File: config.mk
export PLATFORM = sky130hd
export DESIGN_NAME = pci_irq_summary
export DESIGN_NICKNAME = d
export VERILOG_FILES = /design/src/rtl/pirq_pkg.sv /design/src/rtl/pirq_sync.sv /design/src/rtl/pirq_decode.sv /design/src/rtl/pirq_mask_bank.sv /design/src/rtl/pci_irq_summary.sv
export SDC_FILE = /design/constraint.sdc
export NUM_CORES = 1
export LEC_CHECK = 0
export ABC_AREA = 0
export BUFFER_PORTS_ARGS = -buffer_cell sky130_fd_sc_hd__buf_2
export CORE_MARGIN = 10
export CORE_UTILIZATION = 40
export CTS_CLUSTER_SIZE = 16
export DETAILED_ROUTE_END_ITERATION = 8
export PLACE_DENSITY = 0.62
export SLEW_MARGIN = 20
export SYNTH_ARGS = -nofsm -noshare
export SYNTH_HDL_FRONTEND = slang
export SYNTH_SLANG_ARGS = --single-unit
File: constraint.sdc
create_clock -name clk -period 1.4 [get_ports clk]
set_input_delay 0.42 -clock clk [delete_from_list [all_inputs] [get_ports clk]]
set_output_delay 0.42 -clock clk [all_outputs]
set_load 0.01 [all_outputs]
File: src/rtl/pirq_pkg.sv
package pirq_pkg;

    localparam int BYTE_W = 8;

    typedef logic [BYTE_W-1:0] byte_t;

    // Number of byte ports needed to cover n sources.
    function automatic int ports_for(input int n);
        return (n + BYTE_W - 1) / BYTE_W;
    endfunction

endpackage

File: src/rtl/pirq_sync.sv
// Multi-stage synchronizer for a vector of level signals.
module pirq_sync #(
    parameter int W      = 19,
    parameter int STAGES = 2
) (
    input  logic         clk,
    input  logic         rst_n,
    input  logic [W-1:0] din,
    output logic [W-1:0] dout
);

    logic [W-1:0] stage_d [STAGES];
    logic [W-1:0] stage_q [STAGES];

    always_comb begin
        stage_d[0] = din;
        for (int s = 1; s < STAGES; s++) begin
            stage_d[s] = stage_q[s-1];
        end
    end

    always_ff @(posedge clk or negedge rst_n) begin
        if (!rst_n) begin
            for (int s = 0; s < STAGES; s++) begin
                stage_q[s] <= '0;
            end
        end else begin
            for (int s = 0; s < STAGES; s++) begin
                stage_q[s] <= stage_d[s];
            end
        end
    end

    assign dout = stage_q[STAGES-1];

endmodule

File: src/rtl/pirq_decode.sv
// Maps a bus address onto one of NUM_PORTS consecutive byte ports.
module pirq_decode #(
    parameter int                NUM_PORTS = 3,
    parameter int                ADDR_W    = 12,
    parameter logic [ADDR_W-1:0] BASE_ADDR = 'h804,
    localparam int               IDX_W     = (NUM_PORTS > 1) ? $clog2(NUM_PORTS) : 1
) (
    input  logic [ADDR_W-1:0]    addr,
    output logic                 hit,
    output logic [IDX_W-1:0]     idx,
    output logic [NUM_PORTS-1:0] sel
);

    logic [ADDR_W-1:0] offset;

    assign offset = addr - BASE_ADDR;
    assign hit    = offset < ADDR_W'(NUM_PORTS);
    assign idx    = offset[IDX_W-1:0];

    for (genvar p = 0; p < NUM_PORTS; p++) begin : g_sel
        assign sel[p] = (offset == ADDR_W'(p));
    end

endmodule

File: src/rtl/pirq_mask_bank.sv
// Write-only mask storage and registered request combining.
module pirq_mask_bank
    import pirq_pkg::*;
#(
    parameter int  NUM_SRC   = 19,
    localparam int NUM_PORTS = ports_for(NUM_SRC),
    localparam int TOTAL_W   = NUM_PORTS * BYTE_W
) (
    input  logic                 clk,
    input  logic                 rst_n,
    input  logic                 wr_en,
    input  logic [NUM_PORTS-1:0] wr_sel,
    input  byte_t                wdata,
    input  logic [NUM_SRC-1:0]   lines,
    output logic [NUM_SRC-1:0]   mask,
    output logic                 req
);

    typedef struct packed {
        logic [TOTAL_W-1:0] mask;
        logic               req;
    } bank_t;

    bank_t bank_d, bank_q;
    logic [TOTAL_W-1:0] lines_wide;

    always_comb begin
        lines_wide              = '0;
        lines_wide[NUM_SRC-1:0] = lines;

        bank_d     = bank_q;
        bank_d.req = |(lines_wide & ~bank_q.mask);

        for (int p = 0; p < NUM_PORTS; p++) begin
            if (wr_en && wr_sel[p]) begin
                bank_d.mask[p*BYTE_W +: BYTE_W] = wdata;
            end
        end
        // Bits past the last source stay blocked whatever is written.
        for (int i = NUM_SRC; i < TOTAL_W; i++) begin
            bank_d.mask[i] = 1'b1;
        end
    end

    always_ff @(posedge clk or negedge rst_n) begin
        if (!rst_n) begin
            bank_q.mask <= '1;
            bank_q.req  <= 1'b0;
        end else begin
            bank_q <= bank_d;
        end
    end

    assign mask = bank_q.mask[NUM_SRC-1:0];
    assign req  = bank_q.req;

endmodule

File: src/rtl/pci_irq_summary.sv
module pci_irq_summary
    import pirq_pkg::*;
#(
    parameter int                NUM_SRC     = 19,
    parameter int                ADDR_W      = 12,
    parameter logic [ADDR_W-1:0] BASE_ADDR   = 'h804,
    parameter int                SYNC_STAGES = 2
) (
    input  logic               clk,
    input  logic               rst_n,
    input  logic [NUM_SRC-1:0] irq_lines,
    input  logic [ADDR_W-1:0]  bus_addr,
    input  logic [7:0]         bus_wdata,
    input  logic               bus_wr,
    input  logic               bus_rd,
    output logic [7:0]         bus_rdata,
    output logic               bus_rdata_en,
    output logic               irq_req
);

    localparam int NUM_PORTS = ports_for(NUM_SRC);
    localparam int TOTAL_W   = NUM_PORTS * BYTE_W;
    localparam int IDX_W     = (NUM_PORTS > 1) ? $clog2(NUM_PORTS) : 1;

    typedef struct packed {
        byte_t rdata;
        logic  rden;
    } rd_t;

    logic [NUM_SRC-1:0]   sync_lines;
    logic [NUM_SRC-1:0]   mask_q;
    logic                 port_hit;
    logic [IDX_W-1:0]     port_idx;
    logic [NUM_PORTS-1:0] port_sel;
    logic [TOTAL_W-1:0]   status_wide;
    rd_t                  rd_d, rd_q;

    pirq_sync #(
        .W      (NUM_SRC),
        .STAGES (SYNC_STAGES)
    ) u_sync (
        .clk   (clk),
        .rst_n (rst_n),
        .din   (irq_lines),
        .dout  (sync_lines)
    );

    pirq_decode #(
        .NUM_PORTS (NUM_PORTS),
        .ADDR_W    (ADDR_W),
        .BASE_ADDR (BASE_ADDR)
    ) u_decode (
        .addr (bus_addr),
        .hit  (port_hit),
        .idx  (port_idx),
        .sel  (port_sel)
    );

    pirq_mask_bank #(
        .NUM_SRC (NUM_SRC)
    ) u_bank (
        .clk    (clk),
        .rst_n  (rst_n),
        .wr_en  (bus_wr & port_hit),
        .wr_sel (port_sel),
        .wdata  (bus_wdata),
        .lines  (sync_lines),
        .mask   (mask_q),
        .req    (irq_req)
    );

    // Readback: the raw synchronized levels, never the mask.
    always_comb begin
        status_wide              = '0;
        status_wide[NUM_SRC-1:0] = sync_lines;
        rd_d = '0;
        if (bus_rd && port_hit) begin
            rd_d.rden  = 1'b1;
            rd_d.rdata = status_wide[int'(port_idx)*BYTE_W +: BYTE_W];
        end
    end

    always_ff @(posedge clk or negedge rst_n) begin
        if (!rst_n) begin
            rd_q <= '0;
        end else begin
            rd_q <= rd_d;
        end
    end

    assign bus_rdata    = rd_q.rdata;
    assign bus_rdata_en = rd_q.rden;

endmodule

==> metrics <==
status finished, violations left; failing checks negative setup slack; VDD IR max 0.799 mV; cell mode on critical path buf_6; synth warn 0; Post-Place Cell Area 2760 um^2; TritonRoute pass-1 iters 4; CORE AREA 5610 um^2; Max FO, Critical Path 4; Die ar. 9370 um^2; final hold vios 0; RSZ-0062 raised after global routing true; Slew @ Worst Pin between 0.3 and 0.4 ns; cts hold-fix bufs 0; crit path DAT 1.90 ns; post-DP HPWL 3.27 mm; Post-Syn Area per Cell 15.4 um^2; Global Route Usage Sum 0.102; H-tree depth 3; #FFs+latches synth 67; register area 1700 um^2; io pins 53; Mapped Nets between 150 and 200; area leader, netlist dfrtp_1; root buf cell clkbuf_8; Area growth, synth to finish 27.4%; worst path required time 1.66 ns; Power Density 1250 nW/um^2; crit-path cells buf_6, or4b_4, nor3_4, and4b_2, buf_6, mux2_4; Max-cap violations 0; f_max 609 MHz; commonest non-fill, non-tap cell in the layout buf_2; share of cells above drive strength 1 0.513; Clock transition at path regs approximately 0.07 ns; number of global-route vias before repair 1562; nets 264; WHS 0.0865 ns; Antenna diodes 0; largest net degree at the start of global routing 68; Post-CTS Setup Bufs 0; Worst setup SP type primary input; Cells after Synth about 150; area of the multi-input gates 618 um^2; drt total wl between 4 and 5 mm; slowest CP cell or4b_4; post-synthesis sequential area ratio 0.721; I/O Buffers 52; GP Congestion 0.724; Die Span Y 96.8 um; worst path buffer plus inverter count 2; Setup WS post-layout -0.243 ns; GRT overflow 0; std cell rows 27; Fillers between 400 and 500; most frequent cells in the layout buf_2, dfrtp_1, dfstp_2; CTS tree yes; CP top delay family simple AND/OR/NAND/NOR gates; Slew headroom 0.772; TritonCTS Sinks 67; leakage power 1.48 nW; min Tclk post-route 1.64 ns; Pwr Total around 3.8 mW; Hold Crit Class primary input to asynchronous set/reset pin; vias 1381; clk_skew 0.00684 ns; clk buf depth 2; drt initial violations 44; DRC errors left 0; Skew-Pair Late Insertion Delay 0.33 ns; final antenna-violating net count 0; Final setup viols 25; crit path kind primary input to register; post-synthesis cell type count 25; design area 3010 um^2; initial antenna violation count 0; Initial Util 0.421; first-pass GRT wire length 7.66 mm; max incr delay on CP 0.54 ns; Max Slew Vio Count 0; fin crit share 1.17; Post-Syn Area approximately 2400 um^2; top post-synthesis cells by area dfrtp_1, dfstp_2, mux2_2; via/cell ratio 4.63; Die X-Extent about 97 um; Synth top area share 0.509; total CTS buffers 9; nature of the critical path endpoint register; DR WL/cell 15.3 um
logic make-up after synthesis:
kind of cell           after synthesis  share of synthesized area
flip-flops                          67                      0.721
multiplexers                        27                      0.125
AO/OA/AOI/OAI                       10                     0.0286
buffers and inverters               17                     0.0302
AND/OR/NAND/NOR                     32                     0.0955
through the flow:
step / util / instances / worst slack (ns) / TNS, ns
detailed placement: 0.493 / 282 / -0.605 / -14.51
global placement: 0.493 / 282 / -0.578 / -13.84
CTS: 0.528 / 298 / -0.254 / -4.42
floorplan: - / 153 / -0.527 / -9.06
global route: 0.536 / 298 / -0.270 / -5.17
finish: 0.536 / 298 / -0.243 / -4.29
synth_stat cells:
master / instances
nor3_4: 1
dfrtp_1: 48
nand4_1: 2
clkbuf_1: 2
buf_6: 1
o2111ai_1: 2
nor2b_1: 2
nand2_1: 1
and2_1: 1
nand4b_1: 1
nand2b_1: 6
a21oi_1: 3
a222oi_1: 1
nand4b_4: 1
mux2_2: 19
nand3_1: 1
o22ai_1: 4
mux2i_1: 8
nor2_1: 11
dfstp_2: 19
nor4b_4: 1
or4b_4: 1
inv_1: 14
and4b_1: 1
nor3_1: 2
worst register-to-register path: stages (launching register included):
cell and delay, ns:
dfstp_2 0.53, nand2b_1 0.09, o2111ai_1 0.15, nor3_1 0.24, nand3_1 0.10
sequential cells by signal, indices dropped and copies added (netlist names):
register        flops
u_bank.mask        19
u_sync.dout        19
u_sync.stage_d     19
bus_rdata           8
bus_rdata_en        1
u_bank.req          1
metal layers:
layer / vias to the layer above / track usage / part of all wire
li1: 653 / - / -
met1: 685 / 0.114 / 0.45
met2: 36 / 0.163 / 0.48
met3: 7 / 0.0483 / 0.058
met4: 0 / 0.0440 / 0.013
met5: - / 0 / 0
power breakdown:
group	total, mW	leakage (nW)	internal (mW)	switching (mW)
sequential	2.02	0.773	2.00	0.0229
clock	1.56	0.101	0.919	0.645
combinational	0.186	0.608	0.0875	0.0980
area by class of cell:
cell class	instances	area share
inverters	14	0.0175
flip-flops and latches	67	0.566
multi-input cells	69	0.206
repair buffers	60	0.115
well taps	72	0.0300
clock inverters	2	0.0117
clock buffers	14	0.0541
final timing paths:
check / startpoint / to / slack [ns] / cells after the start
setup / recovery: bus_addr[9] / u_bank.mask[14] / -0.24 / 6
max in group asynchronous: rst_n / u_bank.mask[9] / 0.99 / 2
min in group clk: irq_lines[4] / u_sync.stage_d[4] / 0.19 / 1
hold reg to reg: u_sync.stage_d[8] / u_sync.dout[8] / 0.34 / 0
hold / removal: rst_n / u_sync.stage_d[4] / 0.09 / 2
setup reg to reg: u_bank.mask[0] / u_bank.req / 0.15 / 4
repair_timing:
item | CTS | global route
setup endpoints to repair | 26 | 28
resized for setup | 0 | 12
pin swaps | 1 | 0
Power figures use the tool's default switching activity.
